### src/rtl/llsc_monitor_pkg.sv
package llsc_monitor_pkg;

    typedef enum logic [2:0] {
        KIND_LOAD   = 3'd0,
        KIND_STORE  = 3'd1,
        KIND_LL     = 3'd2,
        KIND_SC     = 3'd3,
        KIND_RMW_RD = 3'd4,
        KIND_RMW_WR = 3'd5
    } op_kind_e;

    typedef struct packed {
        logic ll;
        logic sc;
        logic plain_wr;
        logic rmw_rd;
        logic rmw_wr;
    } op_dec_t;

    function automatic op_dec_t decode_op(input logic [2:0] kind);
        op_dec_t d;
        d          = '0;
        d.ll       = (kind == KIND_LL);
        d.sc       = (kind == KIND_SC);
        d.rmw_rd   = (kind == KIND_RMW_RD);
        d.rmw_wr   = (kind == KIND_RMW_WR);
        d.plain_wr = (kind == KIND_STORE) || d.rmw_rd || d.rmw_wr;
        return d;
    endfunction

endpackage

### src/rtl/llsc_rsv_slot.sv
module llsc_rsv_slot #(
    parameter int LINE_AW = 26,
    parameter int REQ_W   = 2,
    parameter int SLOT_ID = 0
) (
    input  logic               clk,
    input  logic               rst,
    input  logic               set_en,
    input  logic [LINE_AW-1:0] set_line,
    input  logic               clr_en,
    output logic               rsv_valid,
    output logic [LINE_AW-1:0] rsv_line,
    output logic [REQ_W-1:0]   rsv_owner
);

    // Removal first, then a new reservation overrides it in the same cycle.
    always_ff @(posedge clk) begin
        if (rst) begin
            rsv_valid <= 1'b0;
            rsv_line  <= '0;
            rsv_owner <= '0;
        end else if (set_en) begin
            rsv_valid <= 1'b1;
            rsv_line  <= set_line;
            rsv_owner <= REQ_W'(SLOT_ID);
        end else if (clr_en) begin
            rsv_valid <= 1'b0;
        end
    end

endmodule

### src/rtl/llsc_resp_reg.sv
module llsc_resp_reg #(
    parameter int LINE_AW = 26,
    parameter int REQ_W   = 2,
    parameter int RES_W   = 32
) (
    input  logic               clk,
    input  logic               rst,
    input  logic               in_valid,
    input  logic [REQ_W-1:0]   in_req,
    input  logic               in_ok,
    input  logic               in_hold,
    input  logic               in_release,
    input  logic [LINE_AW-1:0] in_line,
    output logic               res_valid,
    output logic [REQ_W-1:0]   res_req,
    output logic [RES_W-1:0]   res_word,
    output logic               qhold_valid,
    output logic [LINE_AW-1:0] qhold_line,
    output logic               qrelease_valid,
    output logic [LINE_AW-1:0] qrelease_line
);

    always_ff @(posedge clk) begin
        if (rst) begin
            res_valid      <= 1'b0;
            res_req        <= '0;
            res_word       <= '0;
            qhold_valid    <= 1'b0;
            qhold_line     <= '0;
            qrelease_valid <= 1'b0;
            qrelease_line  <= '0;
        end else begin
            res_valid      <= in_valid;
            qhold_valid    <= in_hold;
            qrelease_valid <= in_release;
            if (in_valid) begin
                res_req  <= in_req;
                res_word <= RES_W'(in_ok);
            end
            if (in_hold) begin
                qhold_line <= in_line;
            end
            if (in_release) begin
                qrelease_line <= in_line;
            end
        end
    end

endmodule

### src/rtl/llsc_monitor.sv
module llsc_monitor
    import llsc_monitor_pkg::*;
#(
    parameter int NUM_REQ = 4,
    parameter int LINE_AW = 26,
    parameter int RES_W   = 32,
    localparam int REQ_W  = (NUM_REQ > 1) ? $clog2(NUM_REQ) : 1
) (
    input  logic               clk,
    input  logic               rst,
    input  logic               cmp_valid,
    input  logic [2:0]         cmp_kind,
    input  logic [LINE_AW-1:0] cmp_line,
    input  logic [REQ_W-1:0]   cmp_req,
    input  logic               cmp_line_present,
    input  logic               evict_valid,
    input  logic [LINE_AW-1:0] evict_line,
    input  logic               bypass_en,
    output logic               res_valid,
    output logic [REQ_W-1:0]   res_req,
    output logic [RES_W-1:0]   res_word,
    output logic               qhold_valid,
    output logic [LINE_AW-1:0] qhold_line,
    output logic               qrelease_valid,
    output logic [LINE_AW-1:0] qrelease_line
);

    op_dec_t            dec;
    logic               act;
    logic [NUM_REQ-1:0] rsv_valid;
    logic [LINE_AW-1:0] rsv_line  [NUM_REQ];
    logic [REQ_W-1:0]   rsv_owner [NUM_REQ];
    logic [NUM_REQ-1:0] slot_set;
    logic [NUM_REQ-1:0] slot_clr;
    logic [NUM_REQ-1:0] sc_hit;
    logic               sc_ok;

    assign dec = decode_op(cmp_kind);
    assign act = cmp_valid && !bypass_en;

    for (genvar g = 0; g < NUM_REQ; g++) begin : g_slot
        logic own, hit_cmp, hit_evict;

        assign own       = (cmp_req == REQ_W'(g));
        assign hit_cmp   = rsv_valid[g] && (rsv_line[g] == cmp_line);
        assign hit_evict = rsv_valid[g] && (rsv_line[g] == evict_line);

        assign slot_clr[g] = (evict_valid && hit_evict)
                           | (act && dec.sc && hit_cmp)
                           | (act && dec.plain_wr && own && cmp_line_present && hit_cmp);
        assign slot_set[g] = act && dec.ll && own;
        assign sc_hit[g]   = own && hit_cmp && (rsv_owner[g] == cmp_req);

        llsc_rsv_slot #(
            .LINE_AW (LINE_AW),
            .REQ_W   (REQ_W),
            .SLOT_ID (g)
        ) slot_i (
            .clk       (clk),
            .rst       (rst),
            .set_en    (slot_set[g]),
            .set_line  (cmp_line),
            .clr_en    (slot_clr[g]),
            .rsv_valid (rsv_valid[g]),
            .rsv_line  (rsv_line[g]),
            .rsv_owner (rsv_owner[g])
        );
    end

    assign sc_ok = !(act && dec.sc) || (|sc_hit);

    llsc_resp_reg #(
        .LINE_AW (LINE_AW),
        .REQ_W   (REQ_W),
        .RES_W   (RES_W)
    ) resp_i (
        .clk            (clk),
        .rst            (rst),
        .in_valid       (cmp_valid),
        .in_req         (cmp_req),
        .in_ok          (sc_ok),
        .in_hold        (cmp_valid && dec.rmw_rd),
        .in_release     (cmp_valid && dec.rmw_wr),
        .in_line        (cmp_line),
        .res_valid      (res_valid),
        .res_req        (res_req),
        .res_word       (res_word),
        .qhold_valid    (qhold_valid),
        .qhold_line     (qhold_line),
        .qrelease_valid (qrelease_valid),
        .qrelease_line  (qrelease_line)
    );

endmodule

### config.mk
export PLATFORM = sky130hd
export DESIGN_NAME = llsc_monitor
export DESIGN_NICKNAME = d
export VERILOG_FILES = /design/src/rtl/llsc_monitor_pkg.sv /design/src/rtl/llsc_rsv_slot.sv /design/src/rtl/llsc_resp_reg.sv /design/src/rtl/llsc_monitor.sv
export SDC_FILE = /design/constraint.sdc
export NUM_CORES = 1
export LEC_CHECK = 0
export BUFFER_PORTS_ARGS = -buffer_cell sky130_fd_sc_hd__buf_2
export CAP_MARGIN = 20
export CELL_PAD_IN_SITES_DETAIL_PLACEMENT = 1
export CELL_PAD_IN_SITES_GLOBAL_PLACEMENT = 1
export CORE_MARGIN = 8
export CORE_UTILIZATION = 42
export CTS_CLUSTER_DIAMETER = 80
export CTS_CLUSTER_SIZE = 10
export DETAILED_ROUTE_END_ITERATION = 16
export GPL_TIMING_DRIVEN = 0
export PLACE_DENSITY_LB_ADDON = 0.1
export SLEW_MARGIN = 25
export SYNTH_ARGS = -nofsm -noshare
export SYNTH_HDL_FRONTEND = slang
export SYNTH_SLANG_ARGS = --single-unit
### constraint.sdc
create_clock -name clk -period 3 [get_ports clk]
set_clock_uncertainty 0.2 [all_clocks]
set_input_delay 0.9 -clock clk [delete_from_list [all_inputs] [get_ports clk]]
set_output_delay 0.9 -clock clk [all_outputs]
set_load 0.1 [all_outputs]
# After elaboration in Yosys (flattened, before gate mapping)
# Cells that the tools add are included.
[classes] eq_ne=19 n_reduce_logical=57 bitwise=8 muxes=8
[op_table] operator="$eq 26x26->1" n=8
[op_table] operator="$logic_and 1x1->1" n=46
[op_table] operator="$mux 1" n=8
[op_table] operator="$or 1x1->1" n=8
[op_table] operator="$reduce_bool 2->1" n=4
[op_table] operator="$eq 3x2->1 const B" n=2
[op_table] operator="$eq 3x3->1 const B" n=2
[op_table] operator="$eq 2x2->1" n=2
[op_table] operator="$eq 2x2->1 const B" n=2
[op_table] operator="$reduce_or 4->1" n=1
[op_table] operator="$eq 3x1->1 const B" n=1
[op_table] operator="$logic_or 1x1->1" n=3
[op_table] operator="$eq 1x2->1" n=1
[op_table] operator="$eq 2x1->1 const B" n=1
[op_table] operator="$logic_not 1->1" n=2
[op_table] operator="$logic_not 2->1" n=1
[word_totals] output_inout_bits=89 register_bits=169 input_bits=63

# Logic depth before layout (Yosys ltp)
[depth] word_depth=10 mapped_depth=8 ltp_nobuf=6

# Modules after synthesis
# Synthesis repeated with hierarchy kept, for this count alone.
[hier_totals] hier_cells=907 area_unflattened_um2=8896.0
[by_module_without_submodules] module="llsc_monitor" n_inst=1 seq_area_each_um2=0.0 area_each_um2=2541.2 cells_per_inst=323
[by_module_without_submodules] module="llsc_resp_reg" n_inst=1 seq_area_each_um2=1161.1 area_each_um2=2304.7 cells_per_inst=215
[by_module_without_submodules] module="llsc_rsv_slot (g_slot[1].slot_i ...)" n_inst=2 seq_area_each_um2=560.5 area_each_um2=1018.5 cells_per_inst=93
[by_module_without_submodules] module="llsc_rsv_slot (g_slot[3].slot_i)" n_inst=1 seq_area_each_um2=560.5 area_each_um2=1014.7 cells_per_inst=92
[by_module_without_submodules] module="llsc_rsv_slot (g_slot[0].slot_i)" n_inst=1 seq_area_each_um2=540.5 area_each_um2=998.5 cells_per_inst=91

# Worst setup path before layout
# Ideal clock, no wire load.
[synth_path] kind="input port to flip-flop" startpoint="in evict_line[17]" endpoint="reg g_slot[0].slot_i.rsv_valid" slack_ns=0.342 required_time_ns=2.667 setup_time_ns=0.133 arrival_ns=2.325 path_stages=7 path_cell_list="clkbuf_1 > xnor2_1 > nand4_1 > or4_1 > o41ai_1 > a21o_1 > a21oi_1"
[synth_between] elab_chain_len=6
[synth_lines] element="start, declared" line="llsc_monitor.sv:17" source="input logic [LINE_AW-1:0] evict_line,"
[synth_lines] element="$eq 26x26->1" line="llsc_monitor.sv:46" source="assign hit_evict = rsv_valid[g] && (rsv_line[g] == evict_line);"
[synth_lines] element="$logic_and 1x1->1" line="llsc_monitor.sv:46"
[synth_lines] element="$logic_and 1x1->1" line="llsc_monitor.sv:48" source="assign slot_clr[g] = (evict_valid && hit_evict)"
[synth_lines] element="$or 1x1->1" line="llsc_monitor.sv:49" source="| (act && dec.sc && hit_cmp)"
[synth_lines] element="$or 1x1->1" line="llsc_monitor.sv:50" source="| (act && dec.plain_wr && own && cmp_line_present && hit_cmp);"
[synth_lines] element="$reduce_bool 2->1 (no source line)"
[synth_lines] element="end signal, assigned" line="llsc_rsv_slot.sv:19" source="rsv_valid <= 1'b0;"
[synth_lines] element="end signal, assigned" line="llsc_rsv_slot.sv:23" source="rsv_valid <= 1'b1;"
[synth_lines] element="end signal, assigned" line="llsc_rsv_slot.sv:27" source="rsv_valid <= 1'b0;"
[synth_lines] element="end, declared" line="llsc_rsv_slot.sv:11" source="output logic rsv_valid,"
# Every way passes these cells.
# A chain may end at the register's enable or synchronous reset.

# Worst setup path after layout
[layout_path] startpoint="in cmp_line[18]" endpoint="reg resp_i.res_word[0]"
[layout_between] elab_chain_len=6 word_cells_on_any_way=18 classes_between="eq/ne: 4; reduce/logical: 14"
[layout_lines] element="start, declared" line="llsc_monitor.sv:13" source="input logic [LINE_AW-1:0] cmp_line,"
[layout_lines] element="$eq 26x26->1" line="llsc_monitor.sv:45" source="assign hit_cmp = rsv_valid[g] && (rsv_line[g] == cmp_line);"
[layout_lines] element="$logic_and 1x1->1" line="llsc_monitor.sv:45"
[layout_lines] element="$logic_and 1x1->1 (2 in series)" line="llsc_monitor.sv:52" source="assign sc_hit[g] = own && hit_cmp && (rsv_owner[g] == cmp_req);"
[layout_lines] element="$reduce_or 4->1 *" line="llsc_monitor.sv:70" source="assign sc_ok = !(act && dec.sc) || (|sc_hit);"
[layout_lines] element="$logic_or 1x1->1 *" line="llsc_monitor.sv:70"
[layout_lines] element="end signal, assigned" line="llsc_resp_reg.sv:38" source="res_word <= RES_W'(in_ok);"
[layout_lines] element="end, declared" line="llsc_resp_reg.sv:16" source="output logic [RES_W-1:0] res_word,"
# Every way passes the cells marked *; elsewhere a longest branch is shown, timed or not.

==> flow_summary.json <==
{
  "status": "completed",
  "hold_path.class": "flop to flop",
  "cp.arrival_ps": 2970,
  "switching_share_pct": 31.7,
  "clockBufferDepth": 2,
  "cp-start-kind": "primary input",
  "r2r_setup_slack_ps": 730,
  "crit_type": "primary input to flop",
  "power.density_nw_per_um2": 521,
  "hold_buffers": 0,
  "detail_route.vias_per_cell": 5.26,
  "drv_cap": 0,
  "p_clk_share_pct": 40.9,
  "crit_family": "simple AND/OR/NAND/NOR gates",
  "root_buffer": "clkbuf_16",
  "cp_slowest_cell": "clkbuf_1",
  "final_nets": 1229,
  "synth_cell_types": 37,
  "layout-area-overhead-vs-synth_pct": 15.1,
  "antenna_cells": 0,
  "antenna_found_initial": 0,
  "syn_avg_cell_area_um2": 8.40,
  "dieHeight_um": 161,
  "ctsHtreeMaxLevel": 4,
  "clk_latency_ps": 440,
  "globalRouteOverflowTotal": 0,
  "slowest_delay_ps": 680,
  "synth_top_cells_by_area": "dfxtp_1 38%, xnor2_1 13%, nand2_1 9.1%",
  "p_int_mw": 3.63,
  "drt_iter0_drc": 436,
  "yosys_warnings": 0,
  "core-area_um2": 20900,
  "rows": 53,
  "rsz0062_at_grt": "false",
  "ant_nets": 0,
  "path_buf_inv": 1,
  "grt_pass1_wl_mm": 49.4,
  "synth_top_area_share_pct": 38.2,
  "post_cts_buffers": 0,
  "yosysSeqAreaShare_pct": 38.2,
  "portBuffers": 63,
  "gp_congestion": 0.910,
  "cp_max_fo": 10,
  "seq_power_share_pct": 43.0,
  "fp.dieArea_um2": 26000,
  "numCtsBuffers": 17,
  "layout-drive-gt1-share_pct": 16.5,
  "cp_cell_sequence": "clkbuf_1 > xor2_1 > nor4_1 > nand3_1 > nor4_1 > a21oi_1 > a31oi_1",
  "final_common_cell": "nand2_1",
  "grt_max_degree": 17,
  "whs_ps": 255,
  "period_share_pct": 93.3,
  "worst-path-stages": 7,
  "vias": 7652,
  "finalSetupViolations": 0,
  "worst_slew_pin_slew_ps": 934,
  "endpoint": "resp_i.res_word[0]$_SDFFE_PP0P_",
  "drtPass1Iterations": 5,
  "ys_ff_latch": 169,
  "power_switching_mw": 1.68,
  "required_ps": 3170,
  "cellLeakagePower_nw": 3.75,
  "track_usage_pct": 25.3,
  "first_global_vias": 7928,
  "cts_tree": "yes",
  "rr_endpoint": "resp_i.res_word[0]$_SDFFE_PP0P_",
  "dp.cells": 1422,
  "cts.sinks": 169,
  "crit_path_start": "cmp_line[18]",
  "hold_viol": 0,
  "slew_headroom_pct": 37.7,
  "fin_cells": 1454,
  "syn_inst": 1054,
  "combPwrFrac_pct": 16.1,
  "drc": 0,
  "critPathCaptureType": "flop",
  "clk_pin_slew_ps": 70,
  "fmax_ghz": 0.357,
  "dieWidth_um": 161,
  "final_cell_mix": "214 x nand2_1, 169 x dfxtp_1, 127 x xnor2_1, 109 x a21oi_1, 94 x buf_2",
  "finalPower_mw": 5.31,
  "slew_viol_final": 0,
  "min_period_ps": 2800,
  "vdd_drop_max_uv": 352,
  "rr_startpoint": "g_slot[1].slot_i.rsv_line[16]$_SDFFE_PP0P_",
  "yosysTopAreaCell": "dfxtp_1",
  "start_util_pct": 42.4,
  "routed_wl_mm": 33.1,
  "crit_top_cell": "nor4_1",
  "reg2regPathDepth": 6,
  "io_pins": 152,
  "wire_per_inst_um": 22.8,
  "syn_area_um2": 8860,
  "hpwl_mm": 23.7
}
## synth_stat cells (all sizes together)
cell type and count:
or2 2, o21ba 2, xnor2 134, xor2 74, or4 4, nand4 33
nor2b 3, nand2 214, o2111ai 1, nor3 1, a31oi 2, dfxtp 169
nand3 13, and3 1, o21bai 1, a21o 2, o21ai 3, inv 1
mux2i 54, nor2 72, buf 79, o31ai 1, clkbuf 50, a21oi 109
nand2b 2, o41ai 4, nor4 22, conb 1
## per-stage QoR
step	cell area [µm²]	TNS (ps)	utilization, %	setup slack (ps)
3_5_place_dp	9630	-1360	46.1	-448
6_report	10200	0	48.8	200
3_3_place_gp	9630	-1420	46.1	-427
4_1_cts	10200	0	48.8	105
2_1_floorplan	8970	0	-	342
5_1_grt	10200	0	48.8	61.1
## cell families after synthesis
family,Yosys count,synth area share [%]
compound gates,125,7.70
xor+xnor,208,21.2
buf+inv,130,8.72
flops,169,38.2
mux,54,6.10
other cells,1,0.0423
simple gates,367,18.1
## layout make-up
| cell class | instances | area [µm²] |
|---|---|---|
| plain buffers | 129 | 771 |
| clock buffers | 18 | 429 |
| clock inverters | 14 | 136 |
| fillers | 2594 | 10700 |
| inverters | 1 | 3.75 |
| multi-input cells | 785 | 4810 |
| flip-flops and latches | 169 | 3380 |
| well taps | 275 | 344 |
| repair buffers | 63 | 315 |
## per-layer routing
layer  track usage (%)  up-vias  wire length (µm)
li1                  -     3589                 -
met5                 0        -                 0
met3              5.01       43              1830
met2              42.4      252             15800
met1              32.3     3768             14800
met4              7.87        0               663
## tightest hold or removal path, cell delays in order (launching register included)
cell     delay (ps)
dfxtp_1         310
nand2_1          50
a21oi_1          50
## timing repair
action | CTS | global route
endpoints found under the setup margin | 1 | 3
hold endpoints to repair | 0 | 0
resized for setup | 1 | 3
## flip-flops by register name (all words and copies together) (netlist names)
name / count
g_slot.slot_i.rsv_owner: 3
resp_i.qrelease_valid: 1
resp_i.res_valid: 1
resp_i.qhold_valid: 1
resp_i.qrelease_line: 26
resp_i.res_req: 2
g_slot.slot_i.rsv_valid: 4
resp_i.res_word: 1
g_slot.slot_i.rsv_line: 104
resp_i.qhold_line: 26
## worst min path at each step
stage,from,endpoint,depth (start not counted)
floorplan,g_slot[2].slot_i.rsv_owner[1]$_SDFFE_PP0P_,g_slot[2].slot_i.rsv_owner[1]$_SDFFE_PP0P_,2
global placement,resp_i.qrelease_line[18]$_SDFFE_PP0P_,resp_i.qrelease_line[18]$_SDFFE_PP0P_,2
detailed placement,resp_i.qhold_line[24]$_SDFFE_PP0P_,resp_i.qhold_line[24]$_SDFFE_PP0P_,2
CTS,resp_i.qhold_line[24]$_SDFFE_PP0P_,resp_i.qhold_line[24]$_SDFFE_PP0P_,2
global route,resp_i.qrelease_line[25]$_SDFFE_PP0P_,resp_i.qrelease_line[25]$_SDFFE_PP0P_,2
finish,resp_i.qrelease_line[2]$_SDFFE_PP0P_,resp_i.qrelease_line[2]$_SDFFE_PP0P_,2
## power by group through the flow
stage	clock network (mW)	logic (mW)	registers (mW)
3_5_place_dp	0	0.847	2.33
3_3_place_gp	0	0.844	2.33
2_1_floorplan	0	0.523	2.46
6_report	2.17	0.857	2.28
4_1_cts	2.19	0.850	2.28
5_1_grt	2.29	0.894	2.29
Note: power is estimated with default switching activity, not from simulation.
